===== src/rtl/cart_cfg_pkg.sv =====
package cart_cfg_pkg;
  localparam int HW_ADDR_W = 27;
  localparam int DATA_W    = 16;

  typedef logic [HW_ADDR_W-1:0] hw_addr_t;

  localparam logic [DATA_W-1:0] KEY_A = 16'hD200;
  localparam logic [DATA_W-1:0] KEY_B = 16'h1500;

  // decoded address slots
  localparam int SLOT_K0   = 0;
  localparam int SLOT_K1   = 1;
  localparam int SLOT_K2   = 2;
  localparam int SLOT_K3   = 3;
  localparam int SLOT_LOCK = 4;
  localparam int SLOT_PAGE = 5;
  localparam int SLOT_SDC  = 6;
  localparam int SLOT_SLO  = 7;
  localparam int SLOT_SHI  = 8;
  localparam int SLOT_CMD  = 9;
  localparam int NUM_SLOT  = 10;

  function automatic logic [31:0] slot_byte_addr(input int idx);
    case (idx)
      SLOT_K0:   return 32'h09FE_0000;
      SLOT_K1:   return 32'h0800_0000;
      SLOT_K2:   return 32'h0802_0000;
      SLOT_K3:   return 32'h0804_0000;
      SLOT_LOCK: return 32'h09FC_0000;
      SLOT_PAGE: return 32'h0988_0000;
      SLOT_SDC:  return 32'h0940_0000;
      SLOT_SLO:  return 32'h0960_0000;
      SLOT_SHI:  return 32'h0962_0000;
      default:   return 32'h0964_0000;
    endcase
  endfunction

  function automatic hw_addr_t to_hw(input logic [31:0] byte_addr);
    return byte_addr[HW_ADDR_W:1];
  endfunction

  typedef enum logic [2:0] {
    UST_IDLE = 3'd0,
    UST_K1   = 3'd1,
    UST_K2   = 3'd2,
    UST_K3   = 3'd3,
    UST_OPEN = 3'd4
  } unl_state_e;
endpackage


===== src/rtl/cart_cfg_decode.sv =====
module cart_cfg_decode
  import cart_cfg_pkg::*;
(
  input  logic [HW_ADDR_W-1:0] wr_addr,
  output logic [NUM_SLOT-1:0]  slot_hit
);
  for (genvar g = 0; g < NUM_SLOT; g++) begin : g_slot
    localparam hw_addr_t SLOT_HW = to_hw(slot_byte_addr(g));
    assign slot_hit[g] = (wr_addr == SLOT_HW);
  end
endmodule


===== src/rtl/cart_cfg_unlock.sv =====
module cart_cfg_unlock
  import cart_cfg_pkg::*;
(
  input  logic              clk,
  input  logic              rst_n,
  input  logic              wr_en,
  input  logic [DATA_W-1:0] wr_data,
  input  logic              hit_k0,
  input  logic              hit_k1,
  input  logic              hit_k2,
  input  logic              hit_k3,
  input  logic              hit_lock,
  output logic              win_open
);
  unl_state_e st_q, st_d;
  logic is_a, is_b;

  assign is_a = (wr_data == KEY_A);
  assign is_b = (wr_data == KEY_B);

  always_comb begin
    st_d = st_q;
    if (wr_en) begin
      if (st_q == UST_OPEN) begin
        if (hit_lock && is_b) st_d = UST_IDLE;
      end else if (hit_k0 && is_a) begin
        st_d = UST_K1;
      end else begin
        case (st_q)
          UST_K1:  st_d = (hit_k1 && is_b) ? UST_K2 : UST_IDLE;
          UST_K2:  st_d = (hit_k2 && is_a) ? UST_K3 : UST_IDLE;
          UST_K3:  st_d = (hit_k3 && is_b) ? UST_OPEN : UST_IDLE;
          default: st_d = UST_IDLE;
        endcase
      end
    end
  end

  always_ff @(posedge clk or negedge rst_n) begin
    if (!rst_n) st_q <= UST_IDLE;
    else        st_q <= st_d;
  end

  assign win_open = (st_q == UST_OPEN);


  open_from_k3_chk: assert property (@(posedge clk) disable iff (!rst_n)
    $rose(win_open) |-> $past(st_q == UST_K3 && wr_en && hit_k3 && is_b));


  restart_chk: assert property (@(posedge clk) disable iff (!rst_n)
    (wr_en && hit_k0 && is_a && st_q != UST_OPEN) |=> (st_q == UST_K1));


  lock_close_chk: assert property (@(posedge clk) disable iff (!rst_n)
    (win_open && wr_en && hit_lock && is_b) |=> !win_open);


  open_hold_chk: assert property (@(posedge clk) disable iff (!rst_n)
    (win_open && !(wr_en && hit_lock)) |=> win_open);
endmodule


===== src/rtl/cart_cfg_regfile.sv =====
module cart_cfg_regfile
  import cart_cfg_pkg::*;
#(
  parameter logic [DATA_W-1:0] RESET_PAGE = 16'h0200,
  parameter int                SADDR_W    = 32
) (
  input  logic               clk,
  input  logic               rst_n,
  input  logic               wr_en,
  input  logic               win_open,
  input  logic [DATA_W-1:0]  wr_data,
  input  logic               hit_page,
  input  logic               hit_sdc,
  input  logic               hit_slo,
  input  logic               hit_shi,
  input  logic               hit_cmd,
  output logic [DATA_W-1:0]  rom_page,
  output logic [1:0]         sd_ctrl,
  output logic [SADDR_W-1:0] sector_addr,
  output logic [DATA_W-1:0]  sector_cmd,
  output logic               cmd_pulse
);
  localparam int HALF_W = SADDR_W / 2;

  logic load;
  logic page_en, sdc_en, slo_en, shi_en, cmd_en;
  logic [DATA_W-1:0]  page_q, cmd_q;
  logic [1:0]         sdc_q;
  logic [HALF_W-1:0]  slo_q, shi_q;
  logic               pulse_q, pulse_d;

  assign load    = wr_en && win_open;
  assign page_en = load && hit_page;
  assign sdc_en  = load && hit_sdc;
  assign slo_en  = load && hit_slo;
  assign shi_en  = load && hit_shi;
  assign cmd_en  = load && hit_cmd;
  assign pulse_d = cmd_en;

  always_ff @(posedge clk or negedge rst_n) begin
    if (!rst_n) begin
      page_q  <= RESET_PAGE;
      sdc_q   <= '0;
      slo_q   <= '0;
      shi_q   <= '0;
      cmd_q   <= '0;
      pulse_q <= 1'b0;
    end else begin
      if (page_en) page_q <= wr_data;
      if (sdc_en)  sdc_q  <= wr_data[1:0];
      if (slo_en)  slo_q  <= wr_data[HALF_W-1:0];
      if (shi_en)  shi_q  <= wr_data[HALF_W-1:0];
      if (cmd_en)  cmd_q  <= wr_data;
      pulse_q <= pulse_d;
    end
  end

  assign rom_page    = page_q;
  assign sd_ctrl     = sdc_q;
  assign sector_addr = {shi_q, slo_q};
  assign sector_cmd  = cmd_q;
  assign cmd_pulse   = pulse_q;


  closed_page_chk: assert property (@(posedge clk) disable iff (!rst_n)
    !win_open |=> $stable(rom_page) && $stable(sd_ctrl) && $stable(sector_addr) && $stable(sector_cmd));


  pulse_cause_chk: assert property (@(posedge clk) disable iff (!rst_n)
    cmd_pulse |-> $past(wr_en && win_open && hit_cmd));


  page_load_chk: assert property (@(posedge clk) disable iff (!rst_n)
    (wr_en && win_open && hit_page) |=> rom_page == $past(wr_data));
endmodule


===== src/rtl/cart_cfg_regs.sv =====
module cart_cfg_regs
  import cart_cfg_pkg::*;
#(
  parameter logic [15:0] RESET_PAGE = 16'h0200
) (
  input  logic        clk,
  input  logic        rst_n,
  input  logic        wr_en,
  input  logic [26:0] wr_addr,
  input  logic [15:0] wr_data,
  output logic [15:0] rom_page,
  output logic        sd_enable,
  output logic        sd_read_sel,
  output logic [31:0] sector_addr,
  output logic [15:0] sector_cmd,
  output logic        cmd_pulse,
  output logic        cfg_open
);
  logic [NUM_SLOT-1:0] slot_hit;
  logic                win_open;
  logic [1:0]          sd_ctrl;

  cart_cfg_decode u_decode (
    .wr_addr  (wr_addr),
    .slot_hit (slot_hit)
  );

  cart_cfg_unlock u_unlock (
    .clk      (clk),
    .rst_n    (rst_n),
    .wr_en    (wr_en),
    .wr_data  (wr_data),
    .hit_k0   (slot_hit[SLOT_K0]),
    .hit_k1   (slot_hit[SLOT_K1]),
    .hit_k2   (slot_hit[SLOT_K2]),
    .hit_k3   (slot_hit[SLOT_K3]),
    .hit_lock (slot_hit[SLOT_LOCK]),
    .win_open (win_open)
  );

  cart_cfg_regfile #(
    .RESET_PAGE (RESET_PAGE),
    .SADDR_W    (32)
  ) u_regfile (
    .clk         (clk),
    .rst_n       (rst_n),
    .wr_en       (wr_en),
    .win_open    (win_open),
    .wr_data     (wr_data),
    .hit_page    (slot_hit[SLOT_PAGE]),
    .hit_sdc     (slot_hit[SLOT_SDC]),
    .hit_slo     (slot_hit[SLOT_SLO]),
    .hit_shi     (slot_hit[SLOT_SHI]),
    .hit_cmd     (slot_hit[SLOT_CMD]),
    .rom_page    (rom_page),
    .sd_ctrl     (sd_ctrl),
    .sector_addr (sector_addr),
    .sector_cmd  (sector_cmd),
    .cmd_pulse   (cmd_pulse)
  );

  assign sd_enable   = sd_ctrl[0];
  assign sd_read_sel = sd_ctrl[1];
  assign cfg_open    = win_open;


  reset_page_chk: assert property (@(posedge clk)
    $rose(rst_n) |-> (rom_page == RESET_PAGE && !cfg_open && !cmd_pulse));
endmodule


===== config.mk =====
export PLATFORM = sky130hd
export DESIGN_NAME = cart_cfg_regs
export DESIGN_NICKNAME = d
export VERILOG_FILES = /design/src/rtl/cart_cfg_pkg.sv /design/src/rtl/cart_cfg_decode.sv /design/src/rtl/cart_cfg_unlock.sv /design/src/rtl/cart_cfg_regfile.sv /design/src/rtl/cart_cfg_regs.sv
export SDC_FILE = /design/constraint.sdc
export NUM_CORES = 1
export LEC_CHECK = 0
export BUFFER_PORTS_ARGS = -buffer_cell sky130_fd_sc_hd__buf_2
export CAP_MARGIN = 20
export CORE_UTILIZATION = 45
export DETAILED_ROUTE_END_ITERATION = 10
export PLACE_DENSITY = 0.83
export RECOVER_POWER = 25
export SYNTH_ARGS = -nofsm -noshare
export SYNTH_HDL_FRONTEND = slang
export SYNTH_HIERARCHICAL = 1
export SYNTH_SLANG_ARGS = --single-unit

===== constraint.sdc =====
create_clock -name clk -period 1.6 [get_ports clk]
set_input_delay 0.08 -clock clk [delete_from_list [all_inputs] [get_ports clk]]
set_output_delay 0.08 -clock clk [all_outputs]
set_load 0.005 [all_outputs]

==> flow_summary.yaml <==
cts:
  root_buffer: "clkbuf_8"
  cts.sinks: 70
  cts_tree: "yes"
  cts_buffers: 9
  clk_pin_slew_ns: 0.07
  clock_path_buffers: 2
  cts_htree_levels: 3
  clock_latency_ns: 0.33
global_route:
  grt_pass1_vias: 2349
  overflow: 0
  grt_util_all_layers_pct: 20.7
  grt_first_pass_wirelength_mm: 11.7
  grt_max_degree: 71
  antenna_found_initial: 0
pwr:
  swShare_pct: 21.6
  pwr-share-clk_pct: 44.3
  intPower_mw: 2.76
  p_comb_share_pct: 5.4
  seqPwrFrac_pct: 50.3
  p_switching_mw: 0.762
  peakVddDrop_v: 0.000431
  powerDensity_nw_per_um2: 801
  p_leak_nw: 2.46
yosys:
  netlist_top_cells_count: "dfrtp_1, mux2_4, mux2_2, nor2_1, nand4_1"
  synth.top_cell.area_share_pct: 53.1
  seq_area_frac_synth_pct: 53.9
  syn_avg_cell_area_sq_um: 15.3
  synth-seq-cells: 70
  synth_nets: 258
  synth_ff_type: "dfrtp_1"
  async_flop_share_pct: 100
  synth-edff-count: 0
  synthTopCellsByArea: "dfrtp_1, mux2_4, mux2_2"
  syn_inst: 212
  synth.most_common_cell: "dfrtp_1"
  ys_types: 32
  yosys_warnings: 6
  yosysTopAreaCell: "dfrtp_1"
  syn_area_sq_um: 3250
worst_setup_path:
  endpoint_kind: "flop"
  path_buf_inv: 1
  cpLargestDelayFamily: "simple AND/OR/NAND/NOR gates"
  path_cells: "buf_2, nor4_2, nand2_1, nor4_2, nand2_1, or4_4, a21o_1, o31ai_2"
  cp_slowest_stage_delay_ns: 0.43
  critical_path_class: "in2reg"
  crit_slowest_cell: "or4_4"
  crit_path_start_kind: "input port"
  cp.arrival_ns: 1.76
  critPathRequiredTime_ns: 1.84
  crit_fanout: 3
sta:
  fin_worst_skew_ns: 0.00576
  min_period_over_period_pct: 95.0
  hold_viol: 0
  clock.fmax_ghz: 0.658
  finalCriticalPeriod_ns: 1.52
  whs_ns: 0.0448
  max_slew_margin_pct: 36.5
  report.final.slew_viol_count: 0
  rsz0062_at_grt: "false"
  worst_slew_pin_slew_ns: 0.953
  setup_viol: 0
route:
  via_per_inst: 5.16
  routedWlPerCell_microns: 16.2
  drt_pass1_iterations: 4
  wirelength_mm: 7.40
  ant_nets: 0
  drcViolationCount: 0
  drt-initial-drc-count: 54
  dr_total_vias: 2356
final_layout:
  finalNonFillerCells: 457
  syn_to_final_growth_pct: 35.1
  diodes: 0
  nets: 403
  drive_gt1_share_pct: 65.4
placed_design:
  place.gp.congestion: 0.796
  dp_hpwl_mm: 5.35
  io_buffers: 113
  place_inst: 440
floorplan:
  core_sq_um: 6870
  fp.dieW_microns: 87.0
  die_y_microns: 87.0
  dieArea_sq_um: 7560
  placementRows: 30
  ios: 114
  initial_core_util_pct: 47.3
status:
  status: "finished clean"
flow_run:
  cap_violations: 0
min_path:
  worstHoldPathType: "in2reg"
==> path summary, 6_finish.rpt <==
check / start / end / slack [ns] / cells past startpoint
max: wr_addr[12] / u_unlock/st_q[1] / 0.08 / 8
min in group asynchronous: rst_n / u_regfile/slo_q[8] / 0.56 / 3
max reg2reg: u_unlock/st_q[2] / u_regfile/slo_q[11] / 0.08 / 5
min reg2reg: u_regfile/sector_cmd[4] / u_regfile/sector_cmd[4] / 0.50 / 1
min: wr_data[12] / u_regfile/sector_cmd[12] / 0.04 / 2
max in group asynchronous: rst_n / u_regfile/sector_cmd[1] / 0.44 / 3
==> cell type report <==
class                           count  area [sq um]
Multi-Input combinational cell    133          1430
Sequential cell                    70          1750
Clock buffer                       10           138
Fill cell                         524          2480
Clock inverter                      5          83.8
Timing Repair Buffer              140           858
Tap cell                           96           120
Inverter                            3          11.3
==> kinds of logic (layout without fill, tap and decap cells) <==
family | Yosys count | after routing | share of synthesized area, %
AND/OR/NAND/NOR | 59 | 59 | 14.2
flip-flops | 70 | 70 | 53.9
multiplexers | 66 | 66 | 27.4
buffers and inverters | 9 | 158 | 2.43
AO/OA/AOI/OAI | 8 | 8 | 2.04
==> sequential cells by signal, summed over array words and instances (netlist names) <==
name and flops:
u_regfile/sd_ctrl 2, u_regfile/shi_q 16, u_unlock/st_q 3, u_regfile/slo_q 16, u_regfile/cmd_pulse 1, u_regfile/sector_cmd 16, u_regfile/rom_page 16
==> cell usage in the layout, fill, tap and decap left out, types with 2 or more instances in the layout <==
| cell | count |
|---|---|
| dfrtp_1 | 69 |
| nand3_1 | 3 |
| nor4_4 | 2 |
| nand3_4 | 4 |
| o211ai_1 | 2 |
| nand2b_1 | 2 |
| nand2_1 | 3 |
| nor3b_1 | 4 |
| buf_2 | 113 |
| nor3_1 | 5 |
| mux2_4 | 39 |
| bufinv_16 | 2 |
| nand4_1 | 7 |
| nor4_2 | 3 |
| clkinvlp_4 | 2 |
| mux2_2 | 27 |
| inv_1 | 3 |
| nor4bb_1 | 2 |
| buf_4 | 18 |
| buf_12 | 7 |
| clkbuf_8 | 10 |
| nor2_1 | 12 |
| nor4_1 | 4 |
==> timing repair <==
| action | 4_1_cts | 5_1_grt |
|---|---|---|
| setup buffers | 1 | 0 |
| hold buffers | 1 | 0 |
| pin swaps | 1 | 4 |
| hold endpoints to repair | 69 | 0 |
| gates resized for setup | 0 | 1 |
| cloned | 0 | 0 |
| endpoints found under the setup margin | 1 | 1 |
==> per-layer routing <==
layer / vias to the layer above / track usage, % / share of wire [%]
li1: 1078 / - / -
met2: 90 / 33.9 / 49
met3: 6 / 5.02 / 5.0
met1: 1182 / 27.0 / 45
met4: 0 / 6.82 / 1.3
met5: - / 0 / 0
==> through the flow <==
step	total power, mW	utilization (%)	TNS (ns)	worst slack, ns	cell area [sq um]
2_1_floorplan	1.84	-	-0.310	-0.187	3250
3_3_place_gp	1.99	60.6	-8.76	-0.341	4160
3_5_place_dp	2.00	60.6	-11.52	-0.386	4160
4_1_cts	3.56	64.0	0	0.0557	4400
5_1_grt	3.65	63.9	0	0.000283	4390
6_report	3.52	63.9	0	0.0806	4390
==> power by group through the flow <==
stage          registers, mW  clock network (mW)  logic [mW]
2_1_floorplan           1.80                   0      0.0345
3_3_place_gp            1.80                   0       0.188
5_1_grt                 1.77                1.67       0.212
4_1_cts                 1.77                1.60       0.196
3_5_place_dp            1.80                   0       0.193
6_report                1.77                1.56       0.190
No activity file was read; power rests on OpenSTA's default activity.
